--- src/rtl/txw_pkg.sv ---
package txw_pkg;
  localparam int W1_LAST  = 15;
  localparam int W1_NOCRC = 16;
  localparam int W1_WRAP  = 30;
  localparam int W1_USED  = 31;

  typedef enum logic [1:0] {
    ST_OK        = 2'd0,
    ST_EMPTY     = 2'd1,
    ST_UNDERRUN  = 2'd2,
    ST_OVERLIMIT = 2'd3
  } txw_stat_e;

  localparam logic [31:0] CRC_POLY_REFL = 32'hEDB8_8320;
endpackage

--- src/rtl/txw_crc32.sv ---
module txw_crc32
  import txw_pkg::*;
(
  input  logic        clk,
  input  logic        rst,
  input  logic        clr,
  input  logic        upd,
  input  logic [7:0]  din,
  output logic [31:0] crc_q
);
  function automatic logic [31:0] step(input logic [31:0] c, input logic [7:0] d);
    logic [31:0] r;
    r = c ^ {24'h0, d};
    for (int i = 0; i < 8; i++) begin
      r = r[0] ? ((r >> 1) ^ CRC_POLY_REFL) : (r >> 1);
    end
    return r;
  endfunction

  always_ff @(posedge clk) begin
    if (rst || clr) crc_q <= 32'hFFFF_FFFF;
    else if (upd)   crc_q <= step(crc_q, din);
  end
endmodule

--- src/rtl/txw_outreg.sv ---
module txw_outreg (
  input  logic       clk,
  input  logic       rst,
  input  logic       push,
  input  logic [7:0] push_byte,
  input  logic       flush,
  input  logic       drop,
  output logic       tx_valid,
  output logic [7:0] tx_data,
  output logic       tx_last
);
  logic       pend_vld;
  logic [7:0] pend_byte;

  always_ff @(posedge clk) begin
    if (rst) begin
      pend_vld  <= 1'b0;
      pend_byte <= 8'h00;
      tx_valid  <= 1'b0;
      tx_data   <= 8'h00;
      tx_last   <= 1'b0;
    end else begin
      tx_valid <= 1'b0;
      tx_last  <= 1'b0;
      if (drop) begin
        pend_vld <= 1'b0;
      end else if (push) begin
        if (pend_vld) begin
          tx_valid <= 1'b1;
          tx_data  <= pend_byte;
        end
        pend_byte <= push_byte;
        pend_vld  <= 1'b1;
      end else if (flush) begin
        if (pend_vld) begin
          tx_valid <= 1'b1;
          tx_last  <= 1'b1;
          tx_data  <= pend_byte;
        end
        pend_vld <= 1'b0;
      end
    end
  end

  a_r3_last_has_valid: assert property (@(posedge clk) disable iff (rst)
    tx_last |-> tx_valid);
  a_r3_push_not_flush: assert property (@(posedge clk) disable iff (rst)
    push |-> !flush);
  a_r3_last_empties: assert property (@(posedge clk) disable iff (rst)
    tx_last |-> !pend_vld);
endmodule

--- src/rtl/txdesc_walker.sv ---
module txdesc_walker
  import txw_pkg::*;
#(
  parameter int AW        = 32,
  parameter int LEN_W     = 11,
  parameter int MAX_BUF   = 128,
  parameter int MIN_FRAME = 64
) (
  input  logic          clk,
  input  logic          rst,
  input  logic          qptr_wr,
  input  logic [AW-1:0] qptr_wdata,
  output logic [AW-1:0] qptr_rdata,
  input  logic          start,
  output logic          busy,
  output logic          mem_rd_en,
  output logic [AW-1:0] mem_rd_addr,
  input  logic [31:0]   mem_rd_data,
  output logic          mem_wr_en,
  output logic [AW-1:0] mem_wr_addr,
  output logic [31:0]   mem_wr_data,
  output logic          tx_valid,
  output logic [7:0]    tx_data,
  output logic          tx_last,
  output logic          stat_valid,
  output logic [1:0]    stat_code
);
  localparam int NB_W   = $clog2(MAX_BUF + 1);
  localparam int CNT_W  = LEN_W + NB_W + 1;
  localparam int PAD_TO = MIN_FRAME - 4;

  typedef enum logic [3:0] {
    S_IDLE, S_D0, S_D1, S_D2, S_DEC, S_FETCH, S_LOAD,
    S_EMIT, S_WB, S_PAD, S_FCS, S_FLUSH, S_FIN
  } st_e;

  st_e             st;
  logic [AW-1:0]   base_q, ptr_q, cur_q;
  logic [31:0]     w0_q, w1_q, wbuf_q;
  logic [LEN_W-1:0] rem_q;
  logic [NB_W-1:0] nbuf_q;
  logic [CNT_W-1:0] fcnt_q;
  logic [1:0]      fidx_q;
  logic            nocrc_q, lastbuf_q;
  txw_stat_e       code_q;
  logic            stat_v_q;
  txw_stat_e       stat_c_q;

  logic            prod, crc_upd, crc_clr, flush, drop;
  logic [7:0]      prod_byte;
  logic [31:0]     crc_q;
  logic [31:0]     fcs_word;

  assign fcs_word = ~crc_q;

  always_comb begin
    mem_rd_en   = 1'b0;
    mem_rd_addr = '0;
    prod        = 1'b0;
    prod_byte   = 8'h00;
    crc_upd     = 1'b0;
    unique case (st)
      S_D0:    begin mem_rd_en = 1'b1; mem_rd_addr = ptr_q; end
      S_D1:    begin mem_rd_en = 1'b1; mem_rd_addr = ptr_q + AW'(4); end
      S_FETCH: begin mem_rd_en = 1'b1; mem_rd_addr = {cur_q[AW-1:2], 2'b00}; end
      S_EMIT:  begin prod = 1'b1; crc_upd = 1'b1; prod_byte = wbuf_q[8*cur_q[1:0] +: 8]; end
      S_PAD:   begin prod = 1'b1; crc_upd = 1'b1; prod_byte = 8'h00; end
      S_FCS:   begin prod = 1'b1; prod_byte = fcs_word[8*fidx_q +: 8]; end
      default: ;
    endcase
  end

  assign crc_clr     = (st == S_IDLE) && start;
  assign flush       = (st == S_FLUSH);
  assign drop        = (st == S_DEC) && (w1_q[W1_USED] || (nbuf_q == NB_W'(MAX_BUF)));
  assign mem_wr_en   = (st == S_WB);
  assign mem_wr_addr = ptr_q + AW'(4);
  assign mem_wr_data = {1'b1, w1_q[30:0]};
  assign qptr_rdata  = ptr_q;
  assign busy        = (st != S_IDLE);
  assign stat_valid  = stat_v_q;
  assign stat_code   = stat_c_q;

  always_ff @(posedge clk) begin
    if (rst) begin
      st        <= S_IDLE;
      base_q    <= '0;
      ptr_q     <= '0;
      cur_q     <= '0;
      w0_q      <= '0;
      w1_q      <= '0;
      wbuf_q    <= '0;
      rem_q     <= '0;
      nbuf_q    <= '0;
      fcnt_q    <= '0;
      fidx_q    <= '0;
      nocrc_q   <= 1'b0;
      lastbuf_q <= 1'b0;
      code_q    <= ST_OK;
      stat_v_q  <= 1'b0;
      stat_c_q  <= ST_OK;
    end else begin
      stat_v_q <= 1'b0;
      unique case (st)
        S_IDLE: begin
          if (qptr_wr) begin
            base_q <= qptr_wdata;
            ptr_q  <= qptr_wdata;
          end
          if (start) begin
            nbuf_q    <= '0;
            fcnt_q    <= '0;
            fidx_q    <= '0;
            lastbuf_q <= 1'b0;
            st        <= S_D0;
          end
        end
        S_D0: st <= S_D1;
        S_D1: begin
          w0_q <= mem_rd_data;
          st   <= S_D2;
        end
        S_D2: begin
          w1_q <= mem_rd_data;
          st   <= S_DEC;
        end
        S_DEC: begin
          if (w1_q[W1_USED]) begin
            code_q <= (nbuf_q == '0) ? ST_EMPTY : ST_UNDERRUN;
            if (nbuf_q != '0) ptr_q <= base_q;
            st <= S_FIN;
          end else if (nbuf_q == NB_W'(MAX_BUF)) begin
            code_q <= ST_OVERLIMIT;
            ptr_q  <= base_q;
            st     <= S_FIN;
          end else begin
            nbuf_q <= nbuf_q + 1'b1;
            if (nbuf_q == '0) nocrc_q <= w1_q[W1_NOCRC];
            cur_q     <= w0_q[AW-1:0];
            rem_q     <= w1_q[LEN_W-1:0];
            lastbuf_q <= w1_q[W1_LAST];
            st        <= (w1_q[LEN_W-1:0] == '0) ? S_WB : S_FETCH;
          end
        end
        S_FETCH: st <= S_LOAD;
        S_LOAD: begin
          wbuf_q <= mem_rd_data;
          st     <= S_EMIT;
        end
        S_EMIT: begin
          cur_q  <= cur_q + 1'b1;
          rem_q  <= rem_q - 1'b1;
          fcnt_q <= fcnt_q + 1'b1;
          if (rem_q == LEN_W'(1))       st <= S_WB;
          else if (cur_q[1:0] == 2'd3)  st <= S_FETCH;
        end
        S_WB: begin
          ptr_q <= w1_q[W1_WRAP] ? base_q : ptr_q + AW'(8);
          if (!lastbuf_q)  st <= S_D0;
          else if (nocrc_q) st <= S_FLUSH;
          else if (fcnt_q < CNT_W'(PAD_TO)) st <= S_PAD;
          else st <= S_FCS;
        end
        S_PAD: begin
          fcnt_q <= fcnt_q + 1'b1;
          if (fcnt_q == CNT_W'(PAD_TO - 1)) st <= S_FCS;
        end
        S_FCS: begin
          fidx_q <= fidx_q + 1'b1;
          if (fidx_q == 2'd3) st <= S_FLUSH;
        end
        S_FLUSH: begin
          code_q <= ST_OK;
          st     <= S_FIN;
        end
        S_FIN: begin
          stat_v_q <= 1'b1;
          stat_c_q <= code_q;
          st       <= S_IDLE;
        end
        default: st <= S_IDLE;
      endcase
    end
  end

  txw_crc32 u_crc (
    .clk  (clk),
    .rst  (rst),
    .clr  (crc_clr),
    .upd  (crc_upd),
    .din  (prod_byte),
    .crc_q(crc_q)
  );

  txw_outreg u_out (
    .clk      (clk),
    .rst      (rst),
    .push     (prod),
    .push_byte(prod_byte),
    .flush    (flush),
    .drop     (drop),
    .tx_valid (tx_valid),
    .tx_data  (tx_data),
    .tx_last  (tx_last)
  );

  a_r2_emit_has_bytes: assert property (@(posedge clk) disable iff (rst)
    (st == S_EMIT) |-> (rem_q != '0));
  a_r10_buf_bound: assert property (@(posedge clk) disable iff (rst)
    nbuf_q <= NB_W'(MAX_BUF));
  a_r5_pad_only_short_crc: assert property (@(posedge clk) disable iff (rst)
    (st == S_PAD) |-> (!nocrc_q && fcnt_q < CNT_W'(PAD_TO)));
  a_r4_no_fcs_without_crc: assert property (@(posedge clk) disable iff (rst)
    (st == S_FCS) |-> !nocrc_q);
  a_r8_stat_single: assert property (@(posedge clk) disable iff (rst)
    stat_valid |=> !stat_valid);
  a_r6_wb_once: assert property (@(posedge clk) disable iff (rst)
    mem_wr_en |=> !mem_wr_en);
endmodule

--- config.mk ---
export PLATFORM = sky130hd
export DESIGN_NAME = txdesc_walker
export DESIGN_NICKNAME = d
export VERILOG_FILES = /design/src/rtl/txw_pkg.sv /design/src/rtl/txw_crc32.sv /design/src/rtl/txw_outreg.sv /design/src/rtl/txdesc_walker.sv
export SDC_FILE = /design/constraint.sdc
export NUM_CORES = 1
export LEC_CHECK = 0
export BUFFER_PORTS_ARGS = -buffer_cell sky130_fd_sc_hd__buf_4
export CAP_MARGIN = 25
export CORE_MARGIN = 2
export CORE_UTILIZATION = 55
export DETAILED_ROUTE_END_ITERATION = 8
export GPL_ROUTABILITY_DRIVEN = 1
export GPL_TIMING_DRIVEN = 0
export PLACE_DENSITY = 0.77
export SETUP_SLACK_MARGIN = 0.02
export SYNTH_ARGS = -nofsm -noshare
export SYNTH_HDL_FRONTEND = slang
export SYNTH_SLANG_ARGS = --single-unit
export TNS_END_PERCENT = 20
--- constraint.sdc ---
create_clock -name clk -period 6.5 [get_ports clk]
set_clock_uncertainty 0.05 [all_clocks]
set_input_delay 0 -clock clk [delete_from_list [all_inputs] [get_ports clk]]
set_output_delay 0 -clock clk [all_outputs]
set_load 0.005 [all_outputs]
==> flow_summary_export.csv, run 1 <==
group,metric,value,unit
die,die_x,174.1,µm
timing,finalCritPeriodShare,63.98,%
timing,whs,0.1112,ns
synth,synth.area.top_cells,"dfxtp_1 37%, nand2_1 9.9%, a21oi_1 7.7%, nor2_1 3.5%, clkbuf_1 3.3%",
timing,maxSlewHeadroom,31.69,%
cts,clkTransAtPathRegs,0.06,ns
synth,avgSynthCellArea,7.984,µm²
die,pin_count,212,
setup_path,r2r-end,"qptr_rdata[29]",
route,topRoutingLayerUsed,"met4",
hold_path,hold_path.class,"primary input to flop",
pwr,p_leak,7.736,nW
layout,nNetsFinal,2383,
route,vias,17204,
synth,async_flop_share,0,%
setup_path,ff2ff_path_depth,9,
synth,syn_area,15900,µm²
timing,rsz0062_at_grt,"no",
timing,final-setup-viol-count,0,
layout,drive_gt1_share,15.87,%
cts,numCtsBuffers,35,
timing,slew_violations,0,
timing,tns,0,ns
die,start_util,55.56,%
setup_path,cp.required,6.45,ns
global_routing,overflow,0,
cts,cts_root_buf,"clkbuf_16",
placed_design,port_buffers,209,
global_routing,grt_max_degree,14,
cts,clock_sinks,295,
synth,synth-main-ff-cell,"dfxtp_1",
route,drt_iter0_drc,2207,
route,first_pass_iters,6,
layout,fillers,2361,
cts,ctsResizeCount,0,
synth,ys_ff_latch,295,
global_routing,first_global_vias,16031,
pwr,worst_ir_drop_vdd,238.0,µV
cts,htreeDepth,2,
setup_path,cp-start-kind,"flop",
synth,syn_inst,1992,
route,routedWlPerCell,23.36,µm
cts,post_cts_buffers,0,
die,dieArea,30290,µm²
timing,finalCriticalPeriod,4.159,ns
synth,ys.warnings.count,0,
global_routing,grt_pass1_wl,94.56,mm
route,drc_errors,0,
placed_design,gp_congestion,1.026,
run_status,status,"finished, final reports clean",
synth,synth_nets,2069,
setup_path,cp_max_fo,8,
route,postRouteAntennaNets,0,
route,met1_length,25.59,mm
global_routing,antenna_found_initial,0,
timing,fmax,0.2404,GHz
die,coreArea,28630,µm²
synth,synth_edf_count,0,
hold_path,min_to,"fidx_q[0]",
cts,clk_path_buf_depth,3,
global_routing,grt_use_total,40.33,%
cts,clk_latency,0.53,ns
synth,synth_top_area_cell,"dfxtp_1",
setup_path,crit_arrival,4.11,ns
cts,cts_tree,"built",
route,wl_met2,27.88,mm
setup_path,end_kind,"output port",
die,rows,62,
layout,antennaDiodeCount,0,
hold_path,whs_path_depth,4,
synth,synth_top_cell_area_share,37.13,%
setup_path,setup.worst_path.class,"flop to output port",
route,via_per_inst,6.337,
setup_path,reg2reg_from,"st[3]",
route,routed_wl,63.41,mm
hold_path,hold_start,"start",
layout,area_growth,24.38,%
timing,tightest_slew,1.018,ns
synth,ys_seq_area_share,37.13,%
route,met3_length,6.892,mm
placed_design,place_hpwl,45.78,mm
run,maxCapViolCount,0,
setup_path,rrSetupSlack,3.09,ns
pwr,powerDensity,297.9,nW/µm²
timing,finalHoldViolCount,0,
die,die_h,174.1,µm
synth,synth.distinct_cells,79,
synthesized netlist by cell type (29+ instances only):
cell type / count
a21oi_1: 245
buf_4: 35
clkbuf_1: 141
dfxtp_1: 295
nand2_1: 421
nand3_1: 48
nand4_1: 29
nor2_1: 148
nor3_1: 46
o211ai_1: 30
o21ai_0: 69
xnor2_1: 46
registers in the layout, summed over array words and instances (netlist names):
| signal | cells |
|---|---|
| nocrc_q | 1 |
| w0_q | 32 |
| qptr_rdata | 32 |
| u_crc.crc_q | 32 |
| fcnt_q | 20 |
| rem_q | 11 |
| u_out.pend_byte | 8 |
| u_out.pend_vld | 1 |
| u_out.tx_last | 1 |
| code_q | 2 |
| u_out.tx_data | 8 |
| cur_q | 32 |
| fidx_q | 2 |
| stat_code | 2 |
| base_q | 32 |
| w1_q | 32 |
| st | 4 |
| lastbuf_q | 1 |
| wbuf_q | 32 |
| u_out.tx_valid | 1 |
| nbuf_q | 8 |
| stat_valid | 1 |
report_power, final:
part | switching [mW] | internal [mW]
Combinational | 1.10 | 0.638
Clock | 0.817 | 1.18
Sequential | 0.181 | 1.97
Total | 2.10 | 3.79
stage by stage:
stage / area (µm²) / worst slack, ns / instances / utilization (%) / power, mW
3_5_place_dp: 17980 / 3.082 / 2589 / 62.82 / 3.812
3_3_place_gp: 17950 / 2.998 / 2585 / 62.72 / 3.786
5_1_grt: 19780 / 2.237 / 2715 / 69.11 / 6.065
4_1_cts: 19780 / 2.521 / 2715 / 69.11 / 5.806
2_1_floorplan: 15900 / 3.953 / 1992 / - / 3.031
6_report: 19780 / 2.341 / 2715 / 69.11 / 5.893
cells by family (layout without fill, tap and decap cells):
kind of cell    after synthesis  in the layout  synth area share [%]
compound gates              535            535                 21.47
flops                       295            295                 37.13
simple gates                809            809                 22.70
other cells                   1              1               0.02358
xor+xnor                    108            108                 9.150
mux                          26             26                 2.903
fa+ha+maj                     9              9                0.7081
buf+inv                     209            548                 5.908
layout make-up:
cell class                 count  area [µm²]  share of cell area (%)
clock inverter                18       186.4                  0.9424
sequential                   295        5906                   29.85
multi-input combinational   1488        9059                   45.79
clock buffer                  44       970.9                   4.908
tap                          384       480.5                   2.429
timing repair buffer         277        2240                   11.32
inverter                      19       71.32                  0.3605
buffer                       190       868.3                   4.390
worst max-delay path, stage by stage (launching register included):
cell and delay (ns):
dfxtp_1 0.62, ha_1 0.41, nand3_1 0.32, nor4_2 0.93, nand4_1 0.46, nor2_1 0.28
xor2_1 0.26, a21o_1 0.18, buf_4 0.11
worst max path at each step:
stage                   from              end
4_1_cts        qptr_rdata[4]  mem_rd_addr[29]
6_report       qptr_rdata[3]  mem_rd_addr[29]
5_1_grt        qptr_rdata[4]  mem_rd_addr[29]
3_3_place_gp           st[0]   qptr_rdata[27]
3_5_place_dp   qptr_rdata[4]  mem_rd_addr[29]
2_1_floorplan  qptr_rdata[4]   qptr_rdata[21]
layout by cell type (no fill, tap or decap), types with 48 or more instances in the layout:
| master | instances |
|---|---|
| dlygate4sd3_1 | 64 |
| dfxtp_1 | 295 |
| a21oi_1 | 245 |
| nand3_1 | 48 |
| clkbuf_1 | 145 |
| nor2_1 | 148 |
| nand2_1 | 421 |
| buf_4 | 248 |
| o21ai_0 | 69 |
repair_timing:
item	in CTS	in global routing
hold endpoints to repair	160	0
hold buffers	64	0
setup endpoints to repair	0	0
routing by layer:
layer  vias up  track usage, %
met5         -               0
met3       215           8.683
li1       7668               -
met2      1130           62.98
met1      8191           54.27
met4         0           16.84
(Power assumes the default switching activity.)
==> run 2: changes to the inputs <==
- ABC_AREA: not set -> 1
- CORE_UTILIZATION: 55 -> 53
- clock period: 6.5 -> 3.41 ns (I/O delays scaled with it)
==> flow_summary_export.csv, run 2 <==
group,metric,value,unit
pwr,powerDensity,546.7,nW/µm²
global_routing,grt_max_degree,16,
timing,finalCriticalPeriod,3.340,ns
timing,maxSlewHeadroom,33.57,%
layout,regArea,5906,µm²
setup_path,end_kind,"output port",
layout,final_common_cell,"nand2_1",
cts,htreeDepth,1,
layout,multiInputGateArea,8541,µm²
global_routing,grt_pass1_wl,99.51,mm
setup_path,cp.required,3.36,ns
layout,drive_gt1_share,13.51,%
cts,cts_tree,"built",
die,die_h,179.4,µm
die,die_x,179.4,µm
layout,nNetsFinal,2882,
hold_path,hold_path.class,"primary input to flop",
global_routing,first_global_vias,17683,
layout,fin_cells,3224,
timing,tightest_slew,0.9928,ns
cts,cts_root_buf,"clkbuf_16",
route,routedWlPerCell,20.30,µm
timing,slew_violations,0,
route,routed_wl,65.46,mm
layout,area_growth,23.46,%
die,rows,64,
synth,synth.top_cells.by_count,"545 x nand2_1, 295 x dfxtp_1, 283 x inv_1",
placed_design,placed_cells,3095,
synth,synth.area.top_cells,"dfxtp_1 36%, nand2_1 13%, a21oi_1 7.5%, o21ai_0 7.1%, inv_1 6.5%",
synth,synth_top_cell_area_share,36.20,%
synth,syn_area,16310,µm²
synth,synth_edf_count,0,
die,pin_count,212,
timing,setup_ws,0.07037,ns
run_status,status,"finished, final reports clean",
route,drt_iter0_drc,2296,
cts,clk_path_buf_depth,3,
die,coreArea,30430,µm²
pwr,p_leak,8.730,nW
timing,rsz0062_at_grt,"yes",
placed_design,port_buffers,209,
cts,clkTransAtPathRegs,0.06,ns
setup_path,setup.worst_path.class,"flop to output port",
die,start_util,53.61,%
timing,fmax,0.2994,GHz
global_routing,overflow,0,
cts,clock_sinks,295,
timing,finalHoldViolCount,0,
layout,fillers,2742,
route,via_per_inst,5.904,
route,first_pass_iters,8,
setup_path,cp-start-kind,"flop",
timing,finalCritPeriodShare,97.94,%
synth,synth-main-ff-cell,"dfxtp_1",
global_routing,antenna_found_initial,0,
cts,numCtsBuffers,31,
setup_path,cp_max_fo,10,
synth,avgSynthCellArea,6.552,µm²
synth,ys_ff_latch,295,
timing,final-setup-viol-count,0,
synth,synth_top_area_cell,"dfxtp_1",
run,maxCapViolCount,0,
layout,final_cell_mix,"545 x nand2_1, 295 x dfxtp_1, 283 x inv_1",
route,postRouteAntennaNets,0,
synth,synth.distinct_cells,51,
placed_design,gp_congestion,1.060,
route,vias,19036,
global_routing,grt_use_total,38.66,%
synth,yosysMostFrequentCell,"nand2_1",
layout,fin_util,66.19,%
synth,ys.warnings.count,0,
die,dieArea,32200,µm²
pwr,finalPower,11.01,mW
timing,tns,0,ns
placed_design,post-place-ws,0.6350,ns
cts,clk_latency,0.57,ns
synth,ys_seq_area_share,36.20,%
synth,syn_inst,2490,
pwr,worst_ir_drop_vdd,422.8,µV
setup_path,crit_arrival,3.29,ns
synth,async_flop_share,0,%
route,drc_errors,0,
synth,synth_nets,2567,
placed_design,place_hpwl,49.15,mm
## run 2: layout make-up
| class | count | area share [%] |
|---|---|---|
| Clock inverter | 9 | 0.5280 |
| Clock buffer | 46 | 4.479 |
| Buffer | 149 | 3.690 |
| Multi-Input combinational cell | 1742 | 42.40 |
| Sequential cell | 295 | 29.32 |
| Inverter | 304 | 5.690 |
| Timing Repair Buffer | 282 | 11.42 |
| Antenna cell | 1 | 0.01242 |
| Tap cell | 396 | 2.460 |
## run 2: logic make-up after synthesis
group | share of synthesized area (%)
buf+inv | 11.57
xor+xnor | 2.999
compound gates | 20.92
fa+ha+maj | 0.6902
flops | 36.20
other cells | 0.02299
simple gates | 27.59
## run 2: metal layers
| metal | global-route usage [%] | up-vias | wire length (µm) |
|---|---|---|---|
| li1 | - | 8826 | - |
| met1 | 49.65 | 8792 | 25410 |
| met2 | 63.14 | 1205 | 29760 |
| met3 | 6.564 | 213 | 6868 |
| met4 | 18.76 | 0 | 3423 |
| met5 | 0 | - | 0 |
## run 2: power breakdown
group          switching [mW]  total, mW  leakage (nW)  internal [mW]
Clock                    1.43       3.40         0.487           1.97
Sequential              0.428       4.29          2.39           3.86
Combinational            2.10       3.32          5.85           1.23
## run 2: final timing paths
path,depth (start not counted),endpoint,start,slack (ns)
setup / recovery,7,mem_rd_addr[27],st[2],0.07
hold / removal,4,cur_q[4],rst,0.07
setup reg to reg,8,w1_q[27],st[2],0.62
hold reg to reg,2,base_q[17],base_q[17],0.40
## run 2: stage by stage
| step | instance area [µm²] | hold slack [ns] |
|---|---|---|
| finish | 20140 | 0.06620 |
| global route | 20140 | 0.1473 |
| CTS | 20120 | 0.05894 |
| detailed placement | 18380 | 0.2145 |
| global placement | 18380 | 0.1965 |
| floorplan | 16310 | 0.08490 |
## run 2: critical path: stages (launching register included)
cell	delay, ns
dfxtp_1	0.35
nor2_1	0.24
inv_1	0.15
nor2_1	0.59
clkinv_1	0.37
clkbuf_1	0.39
o221ai_1	0.44
buf_4	0.19
## run 2: timing repair
action,4_1_cts,5_1_grt
hold endpoints to repair,164,0
gates resized for setup,0,7
buffers inserted,0,0
setup endpoints to repair,0,7
hold buffers,73,0
